### config.mk
export PLATFORM = sky130hd
export DESIGN_NAME = gpio_irq_bank
export DESIGN_NICKNAME = d
export VERILOG_FILES = /design/src/rtl/gib_pkg.sv /design/src/rtl/gib_ctrl.sv /design/src/rtl/gib_datapath.sv /design/src/rtl/gpio_irq_bank.sv
export SDC_FILE = /design/constraint.sdc
export NUM_CORES = 1
export LEC_CHECK = 0
export BUFFER_PORTS_ARGS = -buffer_cell sky130_fd_sc_hd__buf_4
export CAP_MARGIN = 20
export CELL_PAD_IN_SITES_DETAIL_PLACEMENT = 1
export CELL_PAD_IN_SITES_GLOBAL_PLACEMENT = 2
export CORE_MARGIN = 2
export CORE_UTILIZATION = 44
export DETAILED_ROUTE_END_ITERATION = 8
export PLACE_DENSITY_LB_ADDON = 0.1
export SLEW_MARGIN = 5
export SYNTH_ARGS = -nofsm -noshare
export SYNTH_HDL_FRONTEND = slang
export SYNTH_SLANG_ARGS = --single-unit
### constraint.sdc
create_clock -name clk -period 4.13 [get_ports clk]
set_input_delay 0.413 -clock clk [delete_from_list [all_inputs] [get_ports clk]]
set_output_delay 0.413 -clock clk [all_outputs]
set_load 0.05 [all_outputs]
### src/rtl/gib_pkg.sv
package gib_pkg;

  localparam int unsigned OFS_MODE   = 'h00;
  localparam int unsigned OFS_DIR    = 'h04;
  localparam int unsigned OFS_OUT    = 'h08;
  localparam int unsigned OFS_IN     = 'h0C;
  localparam int unsigned OFS_STAT   = 'h10;
  localparam int unsigned OFS_CLR    = 'h14;
  localparam int unsigned OFS_MASK   = 'h18;
  localparam int unsigned OFS_UNMASK = 'h1C;
  localparam int unsigned OFS_POL    = 'h20;
  localparam int unsigned OFS_SENSE  = 'h24;
  localparam int unsigned OFS_SRC    = 'h40;
  localparam int unsigned OFS_BOTH   = 'h4C;
  localparam int unsigned OFS_INEN   = 'h50;

  typedef struct packed {
    logic wrMode;
    logic wrDir;
    logic wrOut;
    logic wrClr;
    logic wrMask;
    logic wrUnmask;
    logic wrPol;
    logic wrSense;
    logic wrSrc;
    logic wrBoth;
    logic wrInEn;
  } gibWrStrobes_t;

  typedef enum logic [3:0] {
    RD_NONE, RD_MODE, RD_DIR, RD_OUT, RD_IN, RD_STAT, RD_MASK,
    RD_POL, RD_SENSE, RD_SRC, RD_BOTH, RD_INEN
  } gibRdSel_t;

endpackage

### src/rtl/gib_ctrl.sv
module gib_ctrl
  import gib_pkg::*;
#(
  parameter int ADDR_W = 8
) (
  input  logic              wrEn,
  input  logic              rdEn,
  input  logic [ADDR_W-1:0] addr,
  output gibWrStrobes_t     wrStb,
  output gibRdSel_t         rdSel
);

  gibRdSel_t rdPick;

  always_comb begin
    wrStb  = '0;
    rdPick = RD_NONE;
    case (addr)
      ADDR_W'(OFS_MODE):   begin wrStb.wrMode   = wrEn; rdPick = RD_MODE;  end
      ADDR_W'(OFS_DIR):    begin wrStb.wrDir    = wrEn; rdPick = RD_DIR;   end
      ADDR_W'(OFS_OUT):    begin wrStb.wrOut    = wrEn; rdPick = RD_OUT;   end
      ADDR_W'(OFS_IN):     rdPick = RD_IN;
      ADDR_W'(OFS_STAT):   rdPick = RD_STAT;
      ADDR_W'(OFS_CLR):    wrStb.wrClr = wrEn;
      ADDR_W'(OFS_MASK):   begin wrStb.wrMask   = wrEn; rdPick = RD_MASK;  end
      ADDR_W'(OFS_UNMASK): wrStb.wrUnmask = wrEn;
      ADDR_W'(OFS_POL):    begin wrStb.wrPol    = wrEn; rdPick = RD_POL;   end
      ADDR_W'(OFS_SENSE):  begin wrStb.wrSense  = wrEn; rdPick = RD_SENSE; end
      ADDR_W'(OFS_SRC):    begin wrStb.wrSrc    = wrEn; rdPick = RD_SRC;   end
      ADDR_W'(OFS_BOTH):   begin wrStb.wrBoth   = wrEn; rdPick = RD_BOTH;  end
      ADDR_W'(OFS_INEN):   begin wrStb.wrInEn   = wrEn; rdPick = RD_INEN;  end
      default: ;
    endcase
    rdSel = rdEn ? rdPick : RD_NONE;
  end

endmodule

### src/rtl/gib_datapath.sv
module gib_datapath
  import gib_pkg::*;
#(
  parameter int PINS   = 32,
  parameter int DATA_W = 32
) (
  input  logic              clk,
  input  logic              rstN,
  input  gibWrStrobes_t     wrStb,
  input  gibRdSel_t         rdSel,
  input  logic [DATA_W-1:0] wrData,
  input  logic [PINS-1:0]   pinIn,
  output logic [DATA_W-1:0] rdData,
  output logic [PINS-1:0]   pinOut,
  output logic [PINS-1:0]   pinOe,
  output logic              irqOut,
  output logic [PINS-1:0]   modeQ,
  output logic [PINS-1:0]   maskQ,
  output logic [PINS-1:0]   latchQ,
  output logic [PINS-1:0]   hitQ,
  output logic [PINS-1:0]   inEnQ
);

  logic [PINS-1:0] wrBits;
  logic [PINS-1:0] dirQ, outQ, polQ, senseQ, srcQ, bothQ;
  logic [PINS-1:0] syncA, syncB, prevB;
  logic [PINS-1:0] levelHit, statusW, rdWord;

  assign wrBits = wrData[PINS-1:0];

  // configuration words
  always_ff @(posedge clk or negedge rstN) begin
    if (!rstN) begin
      modeQ  <= '0; dirQ   <= '0; outQ  <= '0; maskQ <= '0;
      polQ   <= '0; senseQ <= '0; srcQ  <= '0; bothQ <= '0;
      inEnQ  <= '0;
    end else begin
      if (wrStb.wrMode)  modeQ  <= wrBits;
      if (wrStb.wrDir)   dirQ   <= wrBits;
      if (wrStb.wrOut)   outQ   <= wrBits;
      if (wrStb.wrPol)   polQ   <= wrBits;
      if (wrStb.wrSense) senseQ <= wrBits;
      if (wrStb.wrSrc)   srcQ   <= wrBits;
      if (wrStb.wrBoth)  bothQ  <= wrBits;
      if (wrStb.wrInEn)  inEnQ  <= wrBits;
      if (wrStb.wrMask)        maskQ <= wrBits;
      else if (wrStb.wrUnmask) maskQ <= maskQ | wrBits;
    end
  end

  // input synchronizer and previous sample
  always_ff @(posedge clk or negedge rstN) begin
    if (!rstN) begin
      syncA <= '0; syncB <= '0; prevB <= '0;
    end else begin
      syncA <= pinIn;
      syncB <= syncA;
      prevB <= syncB;
    end
  end

  // per-pin detector
  for (genvar i = 0; i < PINS; i++) begin : g_det
    logic rise, fall, sel;
    assign rise = syncB[i] & ~prevB[i];
    assign fall = ~syncB[i] & prevB[i];
    assign sel  = bothQ[i] ? (rise | fall) : (polQ[i] ? fall : rise);
    assign hitQ[i]     = inEnQ[i] & modeQ[i] & senseQ[i] & sel;
    assign levelHit[i] = inEnQ[i] & (syncB[i] ^ polQ[i]);
    assign statusW[i]  = modeQ[i] & (senseQ[i] ? latchQ[i] : levelHit[i]);
  end

  // edge latch: a new edge wins over a clear in the same cycle
  always_ff @(posedge clk or negedge rstN) begin
    if (!rstN) latchQ <= '0;
    else latchQ <= (latchQ & ~(wrStb.wrClr ? wrBits : '0)) | hitQ;
  end

  assign irqOut = |(statusW & maskQ);
  assign pinOe  = ~modeQ & dirQ & ~srcQ;
  assign pinOut = outQ;

  always_comb begin
    case (rdSel)
      RD_MODE:  rdWord = modeQ;
      RD_DIR:   rdWord = dirQ;
      RD_OUT:   rdWord = outQ;
      RD_IN:    rdWord = syncB & inEnQ;
      RD_STAT:  rdWord = statusW;
      RD_MASK:  rdWord = maskQ;
      RD_POL:   rdWord = polQ;
      RD_SENSE: rdWord = senseQ;
      RD_SRC:   rdWord = srcQ;
      RD_BOTH:  rdWord = bothQ;
      RD_INEN:  rdWord = inEnQ;
      default:  rdWord = '0;
    endcase
    rdData = '0;
    rdData[PINS-1:0] = rdWord;
  end

endmodule

### src/rtl/gpio_irq_bank.sv
module gpio_irq_bank
  import gib_pkg::*;
#(
  parameter int PINS   = 32,
  parameter int DATA_W = 32,
  parameter int ADDR_W = 8
) (
  input  logic              clk,
  input  logic              rstN,
  input  logic              wrEn,
  input  logic              rdEn,
  input  logic [ADDR_W-1:0] addr,
  input  logic [DATA_W-1:0] wrData,
  output logic [DATA_W-1:0] rdData,
  input  logic [PINS-1:0]   pinIn,
  output logic [PINS-1:0]   pinOut,
  output logic [PINS-1:0]   pinOe,
  output logic              irqOut
);

  gibWrStrobes_t   wrStb;
  gibRdSel_t       rdSel;
  logic [PINS-1:0] modeQ, maskQ, latchQ, hitQ, inEnQ;

  gib_ctrl #(.ADDR_W(ADDR_W)) ctrl_i (
    .wrEn(wrEn), .rdEn(rdEn), .addr(addr), .wrStb(wrStb), .rdSel(rdSel)
  );

  gib_datapath #(.PINS(PINS), .DATA_W(DATA_W)) dp_i (
    .clk(clk), .rstN(rstN), .wrStb(wrStb), .rdSel(rdSel), .wrData(wrData),
    .pinIn(pinIn), .rdData(rdData), .pinOut(pinOut), .pinOe(pinOe),
    .irqOut(irqOut), .modeQ(modeQ), .maskQ(maskQ), .latchQ(latchQ),
    .hitQ(hitQ), .inEnQ(inEnQ)
  );

endmodule

# Word-level counts from Yosys, hierarchy flattened
# Cells that the tools add are included.
# W data, S select, Z words.
# op_classes
mux	113
n_eq_ne	23
bitwise_logic	362
reduce_logical	3
# op_table
cell	n
$pmux W32 S11	1
$and A1 B1 Y1	224
$and A32 B32 Y32	5
$mux W1	107
$mux W32	3
$not A32 Y32	3
$not A1 Y1	64
$or A32 B32 Y32	2
$pmux W4 S11	1
$eq A8 B5 Y1 const B	4
$or A1 B1 Y1	32
$reduce_or A32 Y1	1
$xor A1 B1 Y1	32
$eq A8 B7 Y1 const B	3
$eq A4 B3 Y1 const B	4
$eq A4 B4 Y1 const B	4
$eq A8 B4 Y1 const B	2
$eq A8 B6 Y1 const B	2
$eq A4 B2 Y1 const B	2
$eq A8 B3 Y1 const B	1
$logic_not A8 Y1	1
$eq A4 B1 Y1 const B	1
$mux W4	1
$reduce_bool A2 Y1	1
# totals
word_cells	514
out_inout_bits	97
input_bits	76
register_bits	416

# Logic depth before layout (Yosys ltp)
# depth
depth_word	6
depth_mapped	11
ltp_nobuf	6

# Modules after synthesis
# A second synthesis with hierarchy kept.
# unflattened
hier_cells	1802
area_unflattened_um2	20629.8
# modules_own_cells
mod	seq_area_each_um2	cells_per_inst	area_each_um2	n_inst
gib_datapath	10410.0	1748	20322.0	1
gib_ctrl	0.0	54	307.8	1

# Least setup slack after synthesis
# Ideal clock, no wire load.
# synth_timing
kind	input to output
start	input addr[2]
end	output rdData[12]
arrival_time_ns	3.030
n_path_buf	5
setup_slack_ns	0.687
t_required_ns	3.717
stages	11
path_cell_list	buf_6 > or4b_4 > buf_6 > a31oi_4 > nand2b_1 > buf_4 > buf_2 > buf_2 > and3_1 > a31oi_1 > o2111ai_1
# synth_between
elab_chain_len	5
elab_cells_between_ends	25
cone_classes	eq/ne: 21; mux: 3; reduce/logical: 1
# synth_lines
item	line_no	rtl
from (decl)	gpio_irq_bank.sv:12	input logic [ADDR_W-1:0] addr,
$eq A8 B7 Y1, or another cell as far along	gib_ctrl.sv:18	case (addr)
$pmux W4 S11 (*)	gib_ctrl.sv:18	
$mux W4 (*)	gib_ctrl.sv:34	rdSel = rdEn ? rdPick : RD_NONE;
$eq A4 B4 Y1, or another cell as far along	gib_datapath.sv:84	case (rdSel)
$pmux W32 S11 (*)	gib_datapath.sv:84	
to (decl)	gpio_irq_bank.sv:14	output logic [DATA_W-1:0] rdData,
# Every way passes the cells marked *; elsewhere a longest branch is shown, timed or not.

# Worst setup path after layout
# layout_timing
start	input rdEn
end	output rdData[6]
# layout_between
elab_chain_len	3
elab_cells_between_ends	13
cone_classes	eq/ne: 11; mux: 2
# layout_lines
item	line_no	rtl
from (decl)	gpio_irq_bank.sv:11	input logic rdEn,
$mux W4 (*)	gib_ctrl.sv:34	
$eq A4 B4 Y1, or another cell as far along	gib_datapath.sv:84	
$pmux W32 S11 (*)	gib_datapath.sv:84	
# Marked as above.

==> summary.txt <==
Outcome
  – Status: completed

Floorplanning
  – Die H: between 200 and 250 um
  – Die W: roughly 220 um
  – Initial Util: 44.7%
  – Core Area: between 40000 and 50000 um2
  – Die ar.: 49300 um2
  – Row cnt: 79
  – I/O Pins: 173

Global route
  – Most used routing layer: met2
  – Pin count of the biggest net entering global routing: 104
  – Initial antenna violation count: 5
  – GR Util met1: 46.9%
  – Total GRT Usage: 33.4%
  – Grt ovf: 0
  – Vias in the first global route: 17700
  – Met2 Usage GRT: about 53%
  – Met3 usage: between 4 and 5%
  – First-pass GRT wire length: 122000 um

Clock network
  – Post-CTS Setup Bufs: 0
  – Cts hold-fix bufs: 33
  – H-Tree Depth: 2
  – Post-CTS sizing: 0
  – CTS tree: yes
  – CTS clk-pin slew, worst paths: 60 ps
  – Clock Latency Late Sink: 600 ps
  – Root Buffer: clkbuf_16
  – CTS Buffer Depth: 3
  – Clk sinks: 416
  – Num CTS Buffers: 46

Synthesis
  – Post-synthesis register bit count: 416
  – Synthesis warning total: 0
  – Ys flop type: dfrtp_1
  – Syn Nets: 1981
  – Avg Cell Area, Syn: 11.4 um2
  – Post-synth EDFFs: 0
  – Async SR Flop Fraction: 100%
  – Mapped Cells: 1841
  – Post-synth cell types: 80
  – Sequential fraction of the synthesis area: 49.8%
  – Mapped cell area: 20900 um2

Setup path
  – Startpoint types: input port
  – CP cell instances: buf_4, or3b_2, nor4_1, o211ai_1, buf_4, o32ai_1, a2111oi_0, o2111ai_1, buf_4
  – CP peak stage delay: 660 ps
  – Crit Path Max Fanout: 15
  – Required @ worst endpoint: 3720 ps
  – Setup CP Type: in2out
  – Crit-path most repeated cell: buf_4
  – Critical Path Slowest Stage Cell: or3b_2
  – Crit path DAT: ~3400 ps
  – Crit path buffers/inverters: 3
  – Crit. End Element: primary output
  – Delay-heaviest family, CP: simple AND/OR/NAND/NOR gates

Placement
  – GP Congestion: 0.920
  – IO Port Bufs: around 170
  – Hpwl dp: 56700 um

Route
  – Routed wire per std cell: 30.5 um
  – Drt drc: 0
  – Routed vias/inst: about 6.3
  – Via count: 17100
  – DRT antenna net count: 0
  – DR iter-0 viols: 1484
  – Total iterations of the first detailed-routing run: 5
  – Wirelength, routed: slightly above 80000 um

Hold path
  – Hold crit path type: in2reg

Timing
  – Worst-Margin Slew: 1160 ps
  – Max-slew headroom at the worst pin: roughly 23%
  – Final worst-path cycle share: around 93%
  – Setup violators final: 0
  – Fin Clk Skew: 18.9 ps
  – Max Clk Rate: 260 MHz
  – Total Neg Setup Slack: 0 ps
  – Slew Limit Fails: 0
  – Unrepaired setup endpoints after global routing: no
  – Hold Violations, Final: 0
  – Min cycle time layout: slightly below 4000 ps

Flow run
  – Max-cap violations: 0

Final layout
  – Final nets: about 2200
  – Share of cells above drive strength 1: between 20% and 30%
  – Multi-input gate area: 9830 um2
  – Filler instances: 4906
  – Register Area: 10400 um2
  – Area Overhead vs Synth: 20.4%

Power
  – Leakage: 12.1 nW
  – Power density over the cells: 387 nW/um2
  – Total Power: 9.75 mW
  – Worst IR drop on VDD: between 0.0002 and 0.0003 V
-- synth_stat cells (all sizes together), types with 5 or more instances --
cell type,number,area [um2]
or3,9,56.3
nor2b,33,206
nand2,102,383
clkbuf,73,274
a32o,7,70.1
inv,68,255
nor3b,35,263
a221oi,16,140
and2,5,31.3
a2111oi,5,50.0
a21boi,37,278
mux2,263,2960
and4,6,52.6
a211oi,48,370
nand2b,30,188
nand4,22,138
xnor2,29,254
nand3,73,365
buf,46,231
nand3b,9,67.6
dfrtp,416,10400
a22o,49,429
or4b,6,63.8
a221o,5,50.1
o211ai,11,82.6
o21ai,53,265
and3,22,138
a41o,32,320
a22oi,16,125
ha,64,801
o22ai,7,43.8
mux2i,6,60.1
a21oi,78,390
nor4,7,50.1
nor2,29,116
a31oi,13,96.3
nor3,40,205
a32oi,13,114
-- state kept, by name, summed over array words and instances, names as in the netlist --
register and cells:
dp_i.prevB 32, dp_i.modeQ 32, dp_i.senseQ 32, dp_i.latchQ 32
dp_i.inEnQ 32, dp_i.bothQ 32, dp_i.syncB 32, dp_i.maskQ 32
dp_i.polQ 32, dp_i.srcQ 32, dp_i.dirQ 32, dp_i.syncA 32
dp_i.pinOut 32
-- per-layer routing --
metal	up-vias	part of all wire [%]
met3	155	6.1
met5	-	0.042
met2	642	46
met1	8976	44
met4	6	3.6
li1	7286	-
-- kinds of logic (layout without fill, tap and decap cells) --
group / Yosys count / after routing / share of synthesized area [%]
and+or+nand+nor: 445 / 445 / 11.8
AOI/OAI and AO/OA: 428 / 428 / 15.1
DFF: 416 / 416 / 49.8
muxes: 269 / 269 / 14.5
buffers and inverters: 187 / 441 / 3.64
adders and majority gates: 64 / 64 / 3.83
xor gates and xnor gates: 32 / 32 / 1.34
other: 0 / 1 / 0
-- worst reg2reg max path: cells and delay by family (launching register included) --
kind | cells | cell delay (ps)
adder cells (fa/ha/maj) | 1 | 230
AO/OA/AOI/OAI | 3 | 650
AND/OR/NAND/NOR | 1 | 130
flip-flops | 1 | 480
-- path summary, 6_finish.rpt --
kind | startpoint | to | slack [ps] | cells after the start
max | rdEn | rdData[6] | 280 | 9
min | wrData[3] | dp_i.maskQ[3] | 130 | 2
max reg2reg | dp_i.syncB[12] | dp_i.latchQ[12] | 2540 | 5
min reg2reg | dp_i.syncA[9] | dp_i.syncB[9] | 340 | 0
max in group asynchronous | rstN | dp_i.prevB[23] | 2640 | 3
min in group asynchronous | rstN | dp_i.syncA[30] | 520 | 2
-- layout by cell type (no fill, tap or decap), types with 28 or more instances in the layout --
cell type | Yosys | final
dlygate4sd3_1 | 0 | 33
a211oi_1 | 46 | 44
nand2_1 | 102 | 99
a41o_1 | 32 | 32
a21boi_0 | 37 | 37
inv_1 | 68 | 68
nor2b_1 | 33 | 33
a22o_1 | 49 | 49
clkbuf_16 | 0 | 47
o21ai_0 | 51 | 51
nand2b_1 | 30 | 28
buf_4 | 1 | 250
nand3_1 | 73 | 73
ha_1 | 64 | 64
dfrtp_1 | 416 | 416
a21oi_1 | 78 | 78
mux2_2 | 256 | 256
xnor2_1 | 29 | 29
nor3_1 | 39 | 37
nor3b_1 | 35 | 34
-- layout make-up --
type,count,share of cell area [%]
clock inverters,15,0.721
diodes,1,0.00994
flip-flops and latches,416,41.3
repair buffers,289,9.22
clock buffers,69,5.64
inverters,68,1.01
well taps,607,3.02
multi-input cells,1238,39.0
-- stage by stage --
step                      worst slack [ps]  util, %  hold WS [ps]  instance area (um2)  cells
final                                  277     53.9           134                25200   2703
after floorplan                        687        -           117                20900   1841
after global placement                 424     49.7           332                23200   2585
after CTS                              347     53.8           110                25200   2702
after detailed placement               345     49.7           336                23200   2585
after global routing                   221     53.9           133                25200   2703
-- report_power, final --
part	switching [mW]	internal, mW
sequential	0.236	4.27
combinational	0.555	0.357
clock	1.72	2.62
total	2.51	7.24
(Power assumes the default switching activity.)
